File: config.mk
export PLATFORM = sky130hd
export DESIGN_NAME = tunectl_i2c_slave
export DESIGN_NICKNAME = d
export VERILOG_FILES = /design/src/rtl/tunectl_pkg.sv /design/src/rtl/tunectl_linesync.sv /design/src/rtl/tunectl_serial.sv /design/src/rtl/tunectl_regfile.sv /design/src/rtl/tunectl_i2c_slave.sv
export SDC_FILE = /design/constraint.sdc
export NUM_CORES = 1
export LEC_CHECK = 0
export BUFFER_PORTS_ARGS = -buffer_cell sky130_fd_sc_hd__buf_2
export CELL_PAD_IN_SITES_DETAIL_PLACEMENT = 1
export CELL_PAD_IN_SITES_GLOBAL_PLACEMENT = 1
export CORE_ASPECT_RATIO = 0.9
export CORE_MARGIN = 8
export CORE_UTILIZATION = 40
export CTS_CLUSTER_DIAMETER = 100
export CTS_CLUSTER_SIZE = 30
export DETAILED_ROUTE_END_ITERATION = 16
export MAX_ROUTING_LAYER = met4
export PLACE_DENSITY_LB_ADDON = 0.1
export SYNTH_ARGS = -nofsm -noshare
export SYNTH_HDL_FRONTEND = slang
export SYNTH_SLANG_ARGS = --single-unit
File: constraint.sdc
create_clock -name clk -period 2 [get_ports clk]
set_input_delay 0.4 -clock clk [delete_from_list [all_inputs] [get_ports clk]]
set_output_delay 0.4 -clock clk [all_outputs]
set_load 0.02 [all_outputs]
File: src/rtl/tunectl_pkg.sv
package tunectl_pkg;

    localparam logic [4:0] ADDR_FIXED = 5'b11000;

    typedef enum logic [2:0] {
        BUS_IDLE,
        BUS_ADDR,
        BUS_WRITE,
        BUS_READ,
        BUS_SKIP
    } bus_st_t;

    typedef enum logic [1:0] {
        RT_ANY,
        RT_DIV_LO,
        RT_BAND
    } route_t;

    typedef struct packed {
        logic       cp_hi;
        logic [2:0] test;
        logic [1:0] ref_sel;
        logic       amp_off;
    } ctrl_t;

    localparam ctrl_t CTRL_RST = '{cp_hi: 1'b0, test: 3'b001, ref_sel: 2'b11, amp_off: 1'b0};

    function automatic logic addr_hit(input logic [7:0] b, input logic [1:0] sel);
        return b[7:1] == {ADDR_FIXED, sel};
    endfunction

    function automatic ctrl_t decode_ctrl(input logic [7:0] b);
        ctrl_t c;
        c.cp_hi   = b[6];
        c.test    = b[5:3];
        c.ref_sel = b[2:1];
        c.amp_off = b[0];
        return c;
    endfunction

    function automatic logic [7:0] build_status(input logic pwr, input logic lk,
                                                input logic [2:0] lvl);
        return {pwr, lk, 3'b111, lvl};
    endfunction

endpackage

File: src/rtl/tunectl_linesync.sv
module tunectl_linesync #(
    parameter int STAGES = 2
) (
    input  logic clk,
    input  logic rst,
    input  logic scl_in,
    input  logic sda_in,
    output logic scl_q,
    output logic sda_q,
    output logic scl_rise,
    output logic scl_fall,
    output logic start_det,
    output logic stop_det
);
    logic [STAGES-1:0] scl_p, sda_p;
    logic              scl_d, sda_d;

    always_ff @(posedge clk) begin
        if (rst) begin
            scl_p <= '1;
            sda_p <= '1;
            scl_d <= 1'b1;
            sda_d <= 1'b1;
        end else begin
            scl_p <= {scl_p[STAGES-2:0], scl_in};
            sda_p <= {sda_p[STAGES-2:0], sda_in};
            scl_d <= scl_p[STAGES-1];
            sda_d <= sda_p[STAGES-1];
        end
    end

    assign scl_q     = scl_p[STAGES-1];
    assign sda_q     = sda_p[STAGES-1];
    assign scl_rise  = scl_q & ~scl_d;
    assign scl_fall  = ~scl_q & scl_d;
    assign start_det = scl_q & scl_d & sda_d & ~sda_q;
    assign stop_det  = scl_q & scl_d & ~sda_d & sda_q;
endmodule

File: src/rtl/tunectl_serial.sv
module tunectl_serial
    import tunectl_pkg::*;
(
    input  logic       clk,
    input  logic       rst,
    input  logic       sda_q,
    input  logic       scl_rise,
    input  logic       scl_fall,
    input  logic       start_det,
    input  logic       stop_det,
    input  logic [1:0] sel,
    input  logic [7:0] status_byte,
    output logic       sda_low,
    output logic       wr_stb,
    output logic [7:0] wr_byte,
    output logic       frame_rst,
    output logic       por_clr
);
    bus_st_t    st;
    logic [3:0] cnt;
    logic [7:0] rx, tx;
    logic       hit, go_read, mack;
    logic [2:0] bit_idx;

    always_comb bit_idx = 3'(4'd7 - cnt);

    always_ff @(posedge clk) begin
        if (rst) begin
            st        <= BUS_IDLE;
            cnt       <= '0;
            rx        <= '0;
            tx        <= '0;
            hit       <= 1'b0;
            go_read   <= 1'b0;
            mack      <= 1'b0;
            sda_low   <= 1'b0;
            wr_stb    <= 1'b0;
            wr_byte   <= '0;
            frame_rst <= 1'b0;
            por_clr   <= 1'b0;
        end else begin
            wr_stb    <= 1'b0;
            frame_rst <= 1'b0;
            por_clr   <= 1'b0;
            if (start_det) begin
                st        <= BUS_ADDR;
                cnt       <= '0;
                sda_low   <= 1'b0;
                frame_rst <= 1'b1;
            end else if (stop_det) begin
                st        <= BUS_IDLE;
                cnt       <= '0;
                sda_low   <= 1'b0;
                frame_rst <= 1'b1;
            end else if (st != BUS_IDLE) begin
                if (scl_rise) begin
                    if (cnt < 4'd8) rx <= {rx[6:0], sda_q};
                    else if (cnt == 4'd8) mack <= ~sda_q;
                    if (cnt < 4'd9) cnt <= cnt + 4'd1;
                end else if (scl_fall) begin
                    if (cnt == 4'd8) begin
                        case (st)
                            BUS_ADDR: begin
                                hit     <= addr_hit(rx, sel);
                                go_read <= rx[0];
                                sda_low <= addr_hit(rx, sel);
                            end
                            BUS_WRITE: begin
                                wr_stb  <= 1'b1;
                                wr_byte <= rx;
                                sda_low <= 1'b1;
                            end
                            BUS_READ: begin
                                por_clr <= 1'b1;
                                sda_low <= 1'b0;
                            end
                            default: sda_low <= 1'b0;
                        endcase
                    end else if (cnt == 4'd9) begin
                        cnt <= '0;
                        case (st)
                            BUS_ADDR: begin
                                if (hit && go_read) begin
                                    st      <= BUS_READ;
                                    tx      <= status_byte;
                                    sda_low <= ~status_byte[7];
                                end else if (hit) begin
                                    st      <= BUS_WRITE;
                                    sda_low <= 1'b0;
                                end else begin
                                    st      <= BUS_SKIP;
                                    sda_low <= 1'b0;
                                end
                            end
                            BUS_READ: begin
                                if (mack) begin
                                    tx      <= status_byte;
                                    sda_low <= ~status_byte[7];
                                end else begin
                                    st      <= BUS_SKIP;
                                    sda_low <= 1'b0;
                                end
                            end
                            default: sda_low <= 1'b0;
                        endcase
                    end else if (st == BUS_READ && cnt != 4'd0) begin
                        sda_low <= ~tx[bit_idx];
                    end
                end
            end
        end
    end
endmodule

File: src/rtl/tunectl_regfile.sv
module tunectl_regfile
    import tunectl_pkg::*;
#(
    parameter int DIV_W  = 15,
    parameter int BAND_W = 4
) (
    input  logic              clk,
    input  logic              rst,
    input  logic              wr_stb,
    input  logic [7:0]        wr_byte,
    input  logic              frame_rst,
    input  logic              por_clr,
    output logic [DIV_W-1:0]  divider,
    output ctrl_t             ctrl,
    output logic [BAND_W-1:0] band,
    output logic              por
);
    localparam int HI_W = DIV_W - 8;

    route_t          route;
    logic [HI_W-1:0] hold;

    always_ff @(posedge clk) begin
        if (rst) begin
            route   <= RT_ANY;
            hold    <= '0;
            divider <= '0;
            ctrl    <= CTRL_RST;
            band    <= '0;
            por     <= 1'b1;
        end else begin
            if (por_clr) por <= 1'b0;
            if (frame_rst) begin
                route <= RT_ANY;
            end else if (wr_stb) begin
                case (route)
                    RT_DIV_LO: begin
                        divider <= {hold, wr_byte};
                        route   <= RT_ANY;
                    end
                    RT_BAND: begin
                        band  <= wr_byte[BAND_W-1:0];
                        route <= RT_ANY;
                    end
                    default: begin
                        if (wr_byte[7]) begin
                            ctrl  <= decode_ctrl(wr_byte);
                            route <= RT_BAND;
                        end else begin
                            hold  <= wr_byte[HI_W-1:0];
                            route <= RT_DIV_LO;
                        end
                    end
                endcase
            end
        end
    end
endmodule

File: src/rtl/tunectl_i2c_slave.sv
module tunectl_i2c_slave
    import tunectl_pkg::*;
#(
    parameter int SYNC_STAGES = 2,
    parameter int DIV_W       = 15,
    parameter int BAND_W      = 4
) (
    input  logic              clk,
    input  logic              rst,
    input  logic              scl_in,
    input  logic              sda_in,
    output logic              sda_pull_low,
    input  logic [1:0]        addr_sel,
    input  logic              pll_locked,
    input  logic [2:0]        level_code,
    output logic [DIV_W-1:0]  divider,
    output logic              cp_high,
    output logic [2:0]        test_mode,
    output logic [1:0]        ref_div_sel,
    output logic              amp_off,
    output logic [BAND_W-1:0] band_out
);
    logic       scl_q, sda_q, scl_rise, scl_fall, start_det, stop_det;
    logic       wr_stb, frame_rst, por_clr, por;
    logic [7:0] wr_byte, status_byte;
    ctrl_t      ctrl;

    tunectl_linesync #(.STAGES(SYNC_STAGES)) u_sync (
        .clk(clk), .rst(rst), .scl_in(scl_in), .sda_in(sda_in),
        .scl_q(scl_q), .sda_q(sda_q), .scl_rise(scl_rise), .scl_fall(scl_fall),
        .start_det(start_det), .stop_det(stop_det)
    );

    assign status_byte = build_status(por, pll_locked, level_code);

    tunectl_serial u_ser (
        .clk(clk), .rst(rst), .sda_q(sda_q), .scl_rise(scl_rise), .scl_fall(scl_fall),
        .start_det(start_det), .stop_det(stop_det), .sel(addr_sel),
        .status_byte(status_byte), .sda_low(sda_pull_low), .wr_stb(wr_stb),
        .wr_byte(wr_byte), .frame_rst(frame_rst), .por_clr(por_clr)
    );

    tunectl_regfile #(.DIV_W(DIV_W), .BAND_W(BAND_W)) u_regs (
        .clk(clk), .rst(rst), .wr_stb(wr_stb), .wr_byte(wr_byte),
        .frame_rst(frame_rst), .por_clr(por_clr), .divider(divider),
        .ctrl(ctrl), .band(band_out), .por(por)
    );

    assign cp_high     = ctrl.cp_hi;
    assign test_mode   = ctrl.test;
    assign ref_div_sel = ctrl.ref_sel;
    assign amp_off     = ctrl.amp_off;
endmodule

==> results of run 1 <==
layout make-up:
cell class	instances	area (µm²)	share of cell area, %
clock buffer	13	148.9	4.063
clock inverter	3	43.79	1.195
sequential	78	1562	42.61
tap	99	123.9	3.380
inverter	6	22.52	0.6145
timing repair buffer	43	245.2	6.692
multi-input combinational	250	1519	41.45
worst max-delay path: stages, from the launching register on:
cell and delay [ns]:
dfxtp_1 0.41, ha_1 0.22, nand3b_4 0.12, nor4_4 0.31
and2b_1 0.35, mux2i_1 0.23, nor2_1 0.05
cells in the mapped netlist (all sizes together):
cell type / count
a211oi: 4
a21o: 2
a21oi: 30
a22oi: 1
a31o: 1
a31oi: 1
a41oi: 1
and2: 3
and2b: 2
and3: 2
buf: 7
clkbuf: 11
dfxtp: 78
ha: 6
inv: 6
mux2i: 34
mux4: 1
nand2: 57
nand2b: 4
nand3: 8
nand3b: 6
nand4: 2
nand4b: 1
nor2: 47
nor2b: 5
nor3: 5
nor4: 4
o2111ai: 1
o21a: 3
o21ai: 5
o41ai: 2
or2: 7
or3: 2
xnor2: 1
xor2: 2
stage by stage:
step / util (%) / cells / hold WS (ns) / power, mW / setup slack, ns
2_1_floorplan: - / 352 / 0.3895 / 1.649 / 0.2832
3_3_place_gp: 44.10 / 476 / 0.3913 / 1.676 / 0.2702
3_5_place_dp: 44.10 / 476 / 0.4027 / 1.677 / 0.1857
4_1_cts: 46.54 / 492 / 0.2175 / 2.847 / 0.1752
5_1_grt: 46.54 / 492 / 0.2215 / 2.918 / 0.01234
6_report: 46.54 / 492 / 0.2364 / 2.801 / 0.1997
power by group through the flow:
stage	clock network (mW)	registers (mW)	logic, mW
after global routing	1.27	1.57	0.0827
final	1.16	1.57	0.0733
after floorplan	0	1.60	0.0492
after CTS	1.21	1.57	0.0743
after detailed placement	0	1.60	0.0739
after global placement	0	1.60	0.0730
cells by family (layout without fill, tap and decap cells):
| logic type | Yosys count | in the layout | synth area share, % |
|---|---|---|---|
| buf+inv | 24 | 65 | 3.375 |
| mux | 35 | 35 | 11.38 |
| flops | 78 | 78 | 48.98 |
| simple gates | 155 | 155 | 23.43 |
| compound gates | 51 | 51 | 9.655 |
| fa+ha+maj | 6 | 6 | 2.355 |
| xor+xnor | 3 | 3 | 0.8243 |
sequential cells by signal, indices dropped and copies added, names as in the netlist:
name,flops
u_ser.rx,8
u_sync.scl_d,1
u_sync.sda_d,1
u_regs.hold,7
u_ser.wr_stb,1
u_ser.por_clr,1
u_sync.scl_p,2
u_ser.st,3
u_regs.por,1
u_ser.go_read,1
u_regs.divider,15
u_sync.sda_p,2
u_ser.frame_rst,1
u_ser.hit,1
u_regs.route,2
u_regs.band,4
u_ser.sda_low,1
u_ser.tx,6
u_ser.mack,1
u_regs.ctrl,7
u_ser.cnt,4
u_ser.wr_byte,8
per-layer routing:
| metal | vias to the layer above | GRT usage (%) |
|---|---|---|
| met5 | - | - |
| met4 | 0 | 5.527 |
| met3 | 7 | 3.708 |
| met2 | 35 | 21.70 |
| met1 | 1210 | 20.58 |
| li1 | 1259 | - |
cells in the final DEF, fill, tap and decap left out, drive strengths merged, types with 2 or more instances in the layout:
master  instances
dfxtp          78
nand2          57
nor2           47
buf            43
mux2i          34
a21oi          30
clkbuf         13
nand3           8
or2             7
inv             6
ha              6
nand3b          6
nor2b           5
nor3            5
o21ai           5
nand2b          4
a211oi          4
nor4            4
and2            3
o21a            3
or3             2
and2b           2
and3            2
a21o            2
xor2            2
nand4           2
o41ai           2
clkinv          2
worst max-delay path by stage:
stage,startpoint,end,slack [ns]
CTS,u_ser.cnt[0]$_SDFFE_PP0P_,u_ser.tx[7]$_SDFFE_PP0P_,0.18
global placement,u_ser.cnt[0]$_SDFFE_PP0P_,u_ser.tx[7]$_SDFFE_PP0P_,0.27
detailed placement,u_ser.cnt[0]$_SDFFE_PP0P_,u_ser.tx[1]$_SDFFE_PP0P_,0.19
finish,u_ser.cnt[0]$_SDFFE_PP0P_,u_ser.tx[0]$_SDFFE_PP0P_,0.20
global route,u_ser.cnt[0]$_SDFFE_PP0P_,u_ser.tx[2]$_SDFFE_PP0P_,0.01
floorplan,u_ser.cnt[0]$_SDFFE_PP0P_,u_ser.tx[0]$_SDFFE_PP0P_,0.28
==> summary.txt, run 1 <==
Status
  – Outcome: finished clean

Setup path
  – Reg2reg setup slack: 0.20 ns
  – Worst reg2reg path startpoint: u_ser.cnt[0]$_SDFFE_PP0P_
  – Crit. End Element: register
  – CP Max Fanout: 6
  – CP Class: reg2reg
  – Crit start category: register
  – Worst reg2reg path endpoint: u_ser.tx[0]$_SDFFE_PP0P_
  – Critical Path AT: 2.04 ns
  – Worst Path Required: 2.24 ns
  – Worst r2r path cells: 6

Detailed routing
  – Drt via density: 5.104
  – Routed length on met1: 3984 µm
  – Max Used Layer: met4
  – # DRC: 0
  – DR iter-0 viols: 141
  – Vias post-DR: 2511
  – Final wirelength: 7682 µm
  – Metal3 WL: 291 µm
  – Drt pass-1 iters: 6
  – Final ANT Viol Nets: 0
  – WL met2: 3325 µm
  – Routed len/inst: 15.61 µm

Die
  – Starting Density: 40.49%
  – Row count: 31
  – Die X: 110.1 µm
  – Core area: 0.007874 mm²
  – Die Height: 100.7 µm
  – # IOs: 37
  – Area of the die: 0.01109 mm²

Clock network
  – CTS Root Cell: clkbuf_8
  – CTS H-tree lvls: 3
  – Post-CTS Hold Fix Bufs: 0
  – Sink Count: 78
  – Setup repair bufs after CTS: 0
  – TritonCTS Buffers: 9
  – TritonCTS clock tree: built
  – CTS max path bufs: 2
  – Post-CTS sizing: 0
  – Worst-Skew Late Latency: 0.35 ns
  – Clock slew at reported path FFs: 0.08 ns

STA
  – F_max: 555.5 MHz
  – Slew HR: 60.80%
  – RSZ-0062 raised after global routing: false
  – Crit path time final: 1.800 ns
  – Setup TNS: 0 ns
  – Final cycle utilization of the critical path: 90.01%
  – Slew @ Worst Pin: 0.5880 ns
  – Fin. max-slew vios: 0
  – Post-Route Skew: 0.008897 ns
  – Final setup fails: 0
  – Final hold violations: 0

GRT
  – Vias in the first global route: 2528
  – Grt ovf: 0
  – First-pass GRT wire length: 12880 µm
  – Number of antenna violations at the first check in global routing: 0
  – All-layer global routing usage: 15.30%
  – Largest net degree at the start of global routing: 72

Worst hold path
  – HP Start: scl_in
  – Tightest Hold Check Type: in2reg
  – Hold EP: u_sync.scl_p[0]$_SDFF_PP1_
  – Hold depth: 2

Logic synthesis
  – Share of Yosys cell area claimed by the top area cell type: 48.98%
  – Post-Synthesis Cell Area: 0.003188 mm²
  – Post-synthesis sequential area ratio: 48.98%
  – Area leader, netlist: dfxtp_1
  – Dominant cells by area after synthesis: dfxtp_1, mux2i_1, nand2_1
  – FF+latch count, synth: 78
  – Syn_nets: 368
  – Instance count of the mapped netlist: 352
  – Synth Area per Inst: 9.057 µm²
  – Synth warn: 0
  – Synth cell types: 44

Pwr
  – Int Power: 2.197 mW
  – Flop pwr share: 56.0%
  – Power per Cell Area: 764.4 mW/mm²
  – Power share of the combinational group: 2.6%
  – Worst vdd ir: 0.3304 mV
  – Clk network pwr share: 41.4%
  – Pleak: 1.516 nW
  – NetSw: 0.6040 mW
  – Net Sw Frac: 21.56%

Finish
  – Finished Cell Area: 0.003665 mm²
  – Fillers: 950
  – Nets: 404
  – Antenna Cells: 0
  – Area grow syn2layout: 14.95%
  – Layout cells sized above 1: 17.30%

Place
  – HPWL after DPL: 5389 µm
  – GP Congestion: 0.8051
  – Placement-stage cell area: 0.003472 mm²
  – IO Port Bufs: 36

Job
  – Maximum capacitance violations: 0
Note: power is estimated with default switching activity, not from simulation.
==> run 2, diff against run 1 <==
--- a/config.mk
+++ b/config.mk
@@ -6,6 +6,7 @@
 export NUM_CORES = 1
 export LEC_CHECK = 0
 export BUFFER_PORTS_ARGS = -buffer_cell sky130_fd_sc_hd__buf_2
+export CAP_MARGIN = 5
 export CELL_PAD_IN_SITES_DETAIL_PLACEMENT = 1
 export CELL_PAD_IN_SITES_GLOBAL_PLACEMENT = 1
 export CORE_ASPECT_RATIO = 0.9
@@ -16,6 +17,7 @@
 export DETAILED_ROUTE_END_ITERATION = 16
 export MAX_ROUTING_LAYER = met4
 export PLACE_DENSITY_LB_ADDON = 0.1
+export REMOVE_ABC_BUFFERS = 1
 export SYNTH_ARGS = -nofsm -noshare
 export SYNTH_HDL_FRONTEND = slang
 export SYNTH_SLANG_ARGS = --single-unit
==> run 2 against run 1 <==
Clock power is essentially flat. Critical path depth stayed put. Via count fell by 1.2%. Critical endpoint is now u_ser.tx[6]$_SDFFE_PP0P_.
==> summary.txt, run 2 (synthesized netlist as in run 1, its figures left out) <==
Status
  – Outcome: finished clean

GRT
  – Grt ovf: 0
  – Vias in the first global route: 2541
  – All-layer global routing usage: 14.89%
  – First-pass GRT wire length: 12630 µm
  – Largest net degree at the start of global routing: 73
  – Number of antenna violations at the first check in global routing: 0

STA
  – Crit path time final: 1.806 ns
  – Setup WS post-layout: 0.1936 ns
  – WHS: 0.2260 ns
  – Final setup fails: 0
  – F_max: 553.6 MHz
  – Post-Route Skew: 0.008584 ns
  – Final hold violations: 0
  – Setup TNS: 0 ns
  – RSZ-0062 raised after global routing: false
  – Fin. max-slew vios: 0
  – Slew @ Worst Pin: 0.5432 ns
  – Slew HR: 63.70%
  – Final cycle utilization of the critical path: 90.32%

Finish
  – Layout cells sized above 1: 17.39%
  – Post-Layout Cell Count: 490
  – Top flop regs: u_regs.divider: 15 flops, u_ser.rx: 8 flops, u_ser.wr_byte: 8 flops
  – Area grow syn2layout: 14.80%
  – Most common cell after layout, fill and taps aside: dfxtp_1
  – Nets: 404
  – Antenna Cells: 0
  – Most frequent cells in the layout: dfxtp_1, nand2_1, nor2_1, buf_2, mux2i_1
  – Max reg flops: 15
  – Register bank with the most flops: u_regs.divider
  – Fillers: 942

Clock network
  – Worst-Skew Late Latency: 0.35 ns
  – CTS max path bufs: 2
  – Clock slew at reported path FFs: 0.08 ns
  – Sink Count: 78
  – CTS Root Cell: clkbuf_8
  – TritonCTS Buffers: 9
  – Post-CTS sizing: 0
  – Post-CTS Hold Fix Bufs: 0
  – Setup repair bufs after CTS: 0
  – CTS H-tree lvls: 3
  – TritonCTS clock tree: built

Die
  – Starting Density: 40.49%
  – # IOs: 37
  – Die Height: 100.7 µm
  – Area of the die: 0.01109 mm²
  – Die X: 110.1 µm
  – Row count: 31
  – Core area: 0.007874 mm²

Worst hold path
  – HP Start: scl_in
  – Tightest Hold Check Type: in2reg

Place
  – IO Port Bufs: 36
  – Pre-CTS WS: 0.1925 ns
  – HPWL after DPL: 5183 µm
  – GP Congestion: 0.8068
  – Placed Cells: 476

Setup path
  – Slowest stage delay, CP: 0.42 ns
  – Crit-path leading delay family: simple AND/OR/NAND/NOR gates
  – CP Class: reg2reg
  – Worst Path Required: 2.23 ns
  – Worst reg2reg path startpoint: u_ser.cnt[0]$_SDFFE_PP0P_
  – Crit start category: register
  – Crit path launch: u_ser.cnt[0]$_SDFFE_PP0P_
  – Crit path buffers/inverters: 0
  – Cell Chain, Critical Path: ha_1, nand3b_4, nor4_4, and2b_1, mux2i_1, nor2_1
  – CP Max Fanout: 6
  – CP max-delay cell: dfxtp_1
  – Crit. End Element: register
  – Critical Path AT: 2.04 ns

Pwr
  – Power per Cell Area: 761.9 mW/mm²
  – Flop pwr share: 56.1%
  – Worst vdd ir: 0.3530 mV
  – Pleak: 1.510 nW
  – Clk network pwr share: 41.3%
  – NetSw: 0.6043 mW
  – Design Power: 2.788 mW
  – Net Sw Frac: 21.67%
  – Power share of the combinational group: 2.6%
  – Int Power: 2.184 mW

Detailed routing
  – Final wirelength: 7307 µm
  – Final ANT Viol Nets: 0
  – Routed len/inst: 14.91 µm
  – DR iter-0 viols: 79
  – Vias post-DR: 2481
  – Drt pass-1 iters: 4
  – Drt via density: 5.063
  – # DRC: 0

Job
  – Maximum capacitance violations: 0
## run 2: changes by cell type in the layout (fill, tap and decap cells not counted)
| cell | delta |
|---|---|
| clkbuf_1 | -2 |
| clkinvlp_4 | +1 |
| clkinv_2 | -1 |
## run 2: final timing paths
path	to	slack (ns)	depth (start not counted)
max	u_ser.tx[6]$_SDFFE_PP0P_	0.19	6
min	u_sync.scl_p[0]$_SDFF_PP1_	0.23	2
max reg2reg	u_ser.tx[6]$_SDFFE_PP0P_	0.19	6
min reg2reg	u_sync.scl_p[1]$_SDFF_PP1_	0.41	1
## run 2: cell type report
class	instances	area, µm²	area share [%]
tap	99	123.9	3.385
multi-input combinational	250	1519	41.50
inverter	6	22.52	0.6154
timing repair buffer	43	245.2	6.701
sequential	78	1562	42.67
clock buffer	11	141.4	3.863
clock inverter	3	46.29	1.265
## run 2: metrics by stage
stage          util [%]  area [µm²]
2_1_floorplan         -        3103
5_1_grt           46.48        3660
3_3_place_gp      44.10        3472
4_1_cts           46.48        3660
3_5_place_dp      44.10        3472
6_report          46.48        3660
## run 2: metal layers
metal | GRT usage (%) | wire [µm] | vias to the layer above
met5 | - | 0 | -
met2 | 21.46 | 3155 | 34
met3 | 3.645 | 262 | 10
met1 | 19.55 | 3781 | 1171
met4 | 5.834 | 108 | 0
li1 | - | - | 1266
## run 2: power groups by stage
stage | sequential (mW) | clock (mW) | combinational (mW)
6_report | 1.57 | 1.15 | 0.0718
5_1_grt | 1.57 | 1.26 | 0.0815
4_1_cts | 1.57 | 1.20 | 0.0738
3_5_place_dp | 1.60 | 0 | 0.0737
3_3_place_gp | 1.60 | 0 | 0.0732
2_1_floorplan | 1.60 | 0 | 0.0305
==> run 3, diff against run 2 <==
--- a/config.mk
+++ b/config.mk
@@ -11,7 +11,7 @@
 export CELL_PAD_IN_SITES_GLOBAL_PLACEMENT = 1
 export CORE_ASPECT_RATIO = 0.9
 export CORE_MARGIN = 8
-export CORE_UTILIZATION = 40
+export CORE_UTILIZATION = 39
 export CTS_CLUSTER_DIAMETER = 100
 export CTS_CLUSTER_SIZE = 30
 export DETAILED_ROUTE_END_ITERATION = 16
==> constraint.sdc (replaced) <==
create_clock -name clk -period 1.5 [get_ports clk]
set_input_delay 0.3 -clock clk [delete_from_list [all_inputs] [get_ports clk]]
set_output_delay 0.3 -clock clk [all_outputs]
set_load 0.02 [all_outputs]
==> run 3 against run 2 <==
The flow now finishes with violations (negative setup slack). Register-to-register slack worse by 0.29 ns. Highest routed layer unchanged. Die area is 2.2% higher. Clock skew is 0.0023 ns higher. Utilization is 6.3 points higher. Clock power is 46% higher.
==> summary.txt, run 3 (synthesized netlist as in run 1, its figures left out) <==
Place
  – Pre-CTS WS: -0.1961 ns
  – HPWL after DPL: 5609 µm
  – GP Congestion: 0.8453
  – IO Port Bufs: 36

Die
  – Area of the die: 0.01133 mm²
  – # IOs: 37
  – Starting Density: 39.90%
  – Die X: 111.3 µm
  – Die Height: 101.8 µm
  – Row count: 31
  – Core area: 0.007990 mm²

Finish
  – Register bank with the most flops: u_regs.divider
  – Top flop regs: u_regs.divider: 15 flops, u_ser.rx: 8 flops, u_ser.wr_byte: 8 flops
  – Area grow syn2layout: 32.18%
  – Max reg flops: 15
  – Nets: 442
  – Most common cell after layout, fill and taps aside: dfxtp_1
  – Layout cells sized above 1: 33.87%
  – Most frequent cells in the layout: dfxtp_1, nand2_1, nor2_1, buf_2, buf_4
  – Fin util: 52.74%
  – Antenna Cells: 0

STA
  – RSZ-0062 raised after global routing: true
  – Slew @ Worst Pin: 0.3308 ns
  – Final cycle utilization of the critical path: 106.5%
  – Post-Route Skew: 0.01087 ns
  – Slew HR: 77.75%
  – F_max: 626.2 MHz
  – Fin. max-slew vios: 0
  – Setup WS post-layout: -0.09694 ns
  – Crit path time final: 1.597 ns
  – Final hold violations: 0
  – Final setup fails: 5

Detailed routing
  – Drt pass-1 iters: 4
  – Final ANT Viol Nets: 0
  – Final wirelength: 8180 µm
  – Vias post-DR: 2698
  – Drt via density: 5.091
  – # DRC: 0
  – Routed len/inst: 15.43 µm
  – DR iter-0 viols: 115

Pwr
  – Net Sw Frac: 20.98%
  – Flop pwr share: 53.5%
  – Worst vdd ir: 0.5328 mV
  – Power share of the combinational group: 3.5%
  – Int Power: 3.082 mW
  – Clk network pwr share: 43.0%
  – NetSw: 0.8182 mW
  – Power per Cell Area: 925.6 mW/mm²
  – Pleak: 1.829 nW

Clock network
  – TritonCTS clock tree: built
  – CTS H-tree lvls: 3
  – Clock slew at reported path FFs: 0.08 ns
  – Sink Count: 78
  – Post-CTS Hold Fix Bufs: 0
  – TritonCTS Buffers: 9
  – CTS Root Cell: clkbuf_8
  – CTS max path bufs: 2
  – Worst-Skew Late Latency: 0.35 ns

Setup path
  – Critical Path AT: 1.84 ns
  – Slowest stage delay, CP: 0.55 ns
  – CP Class: reg2reg
  – Crit path buffers/inverters: 1
  – Crit start category: register
  – CP Max Fanout: 5
  – Cell Chain, Critical Path: buf_6, mux4_2, nor2b_4, a211oi_2, o41ai_2
  – Crit. End Element: register
  – Crit-path leading delay family: multiplexers
  – CP max-delay cell: mux4_2
  – Worst Path Required: 1.75 ns

Worst hold path
  – Tightest Hold Check Type: in2reg

GRT
  – Vias in the first global route: 2791
  – All-layer global routing usage: 14.93%
  – Grt ovf: 0
  – Largest net degree at the start of global routing: 35
  – First-pass GRT wire length: 13500 µm
  – Number of antenna violations at the first check in global routing: 0

Status
  – Outcome: complete, but fails checks
  – Failing checks: negative setup slack

Job
  – Maximum capacitance violations: 0
-- run 3: cell count changes in the layout (fill, tap and decap cells not counted), sizes merged --
cell | previous run | this run
buf | 43 | 81
clkinvlp | 1 | 0
clkbuf | 11 | 13
bufinv | 1 | 2
-- run 3: worst register-to-register path: cells and delay by family, from the launching register on --
family,cells,cell delay [ns]
multiplexers,1,0.55
AO/OA/AOI/OAI,2,0.33
buffers and inverters,1,0.14
flip-flops,1,0.34
AND/OR/NAND/NOR,1,0.15
-- run 3: what timing repair did --
action	4_1_cts	5_1_grt
pin swaps	5	7
setup endpoints to repair	20	35
buffers inserted	2	6
gates resized for setup	26	34
-- run 3: metal layers --
metal | vias to the layer above | track usage (%) | part of all wire, %
met5 | - | - | 0
met4 | 0 | 4.913 | 0.95
met3 | 10 | 4.026 | 3.9
met2 | 46 | 23.49 | 46
met1 | 1305 | 18.24 | 49
li1 | 1337 | - | -
-- run 3: area by class of cell --
class	instances	area [µm²]
clock buffer	13	138.9
timing repair buffer	81	585.6
inverter	6	25.02
multi-input combinational	250	1698
fill	933	3776
sequential	78	1574
clock inverter	3	68.82
tap	99	123.9
-- run 3: path summary, 6_finish.rpt --
path / depth (start not counted) / from / to / slack [ns]
max: 5 / u_ser.cnt[0]$_SDFFE_PP0P_ / u_ser.sda_low$_SDFFE_PP0P_ / -0.1
min: 2 / sda_in / u_sync.sda_p[0]$_SDFF_PP1_ / 0.13
max reg2reg: 5 / u_ser.cnt[0]$_SDFFE_PP0P_ / u_ser.sda_low$_SDFFE_PP0P_ / -0.1
min reg2reg: 1 / u_sync.scl_p[0]$_SDFF_PP1_ / u_sync.scl_p[1]$_SDFF_PP1_ / 0.41
-- run 3: power groups by stage --
| stage | Clock [mW] | Combinational, mW | Sequential [mW] |
|---|---|---|---|
| final | 1.68 | 0.135 | 2.09 |
| after detailed placement | 0 | 0.121 | 2.13 |
| after CTS | 1.74 | 0.126 | 2.09 |
| after global placement | 0 | 0.120 | 2.13 |
| after global routing | 1.82 | 0.148 | 2.09 |
| after floorplan | 0 | 0.0406 | 2.13 |
-- run 3: stage by stage --
step,hold WS [ns],cells,instance area [µm²],setup TNS [ns],total power [mW]
floorplan,0.3691,334,3103,-1.629,2.174
global placement,0.3935,506,3722,-0.8145,2.255
detailed placement,0.3970,506,3722,-1.433,2.256
CTS,0.1126,524,4028,-0.1862,3.949
global route,0.1121,530,4214,-0.8397,4.058
finish,0.1318,530,4214,-0.2365,3.901
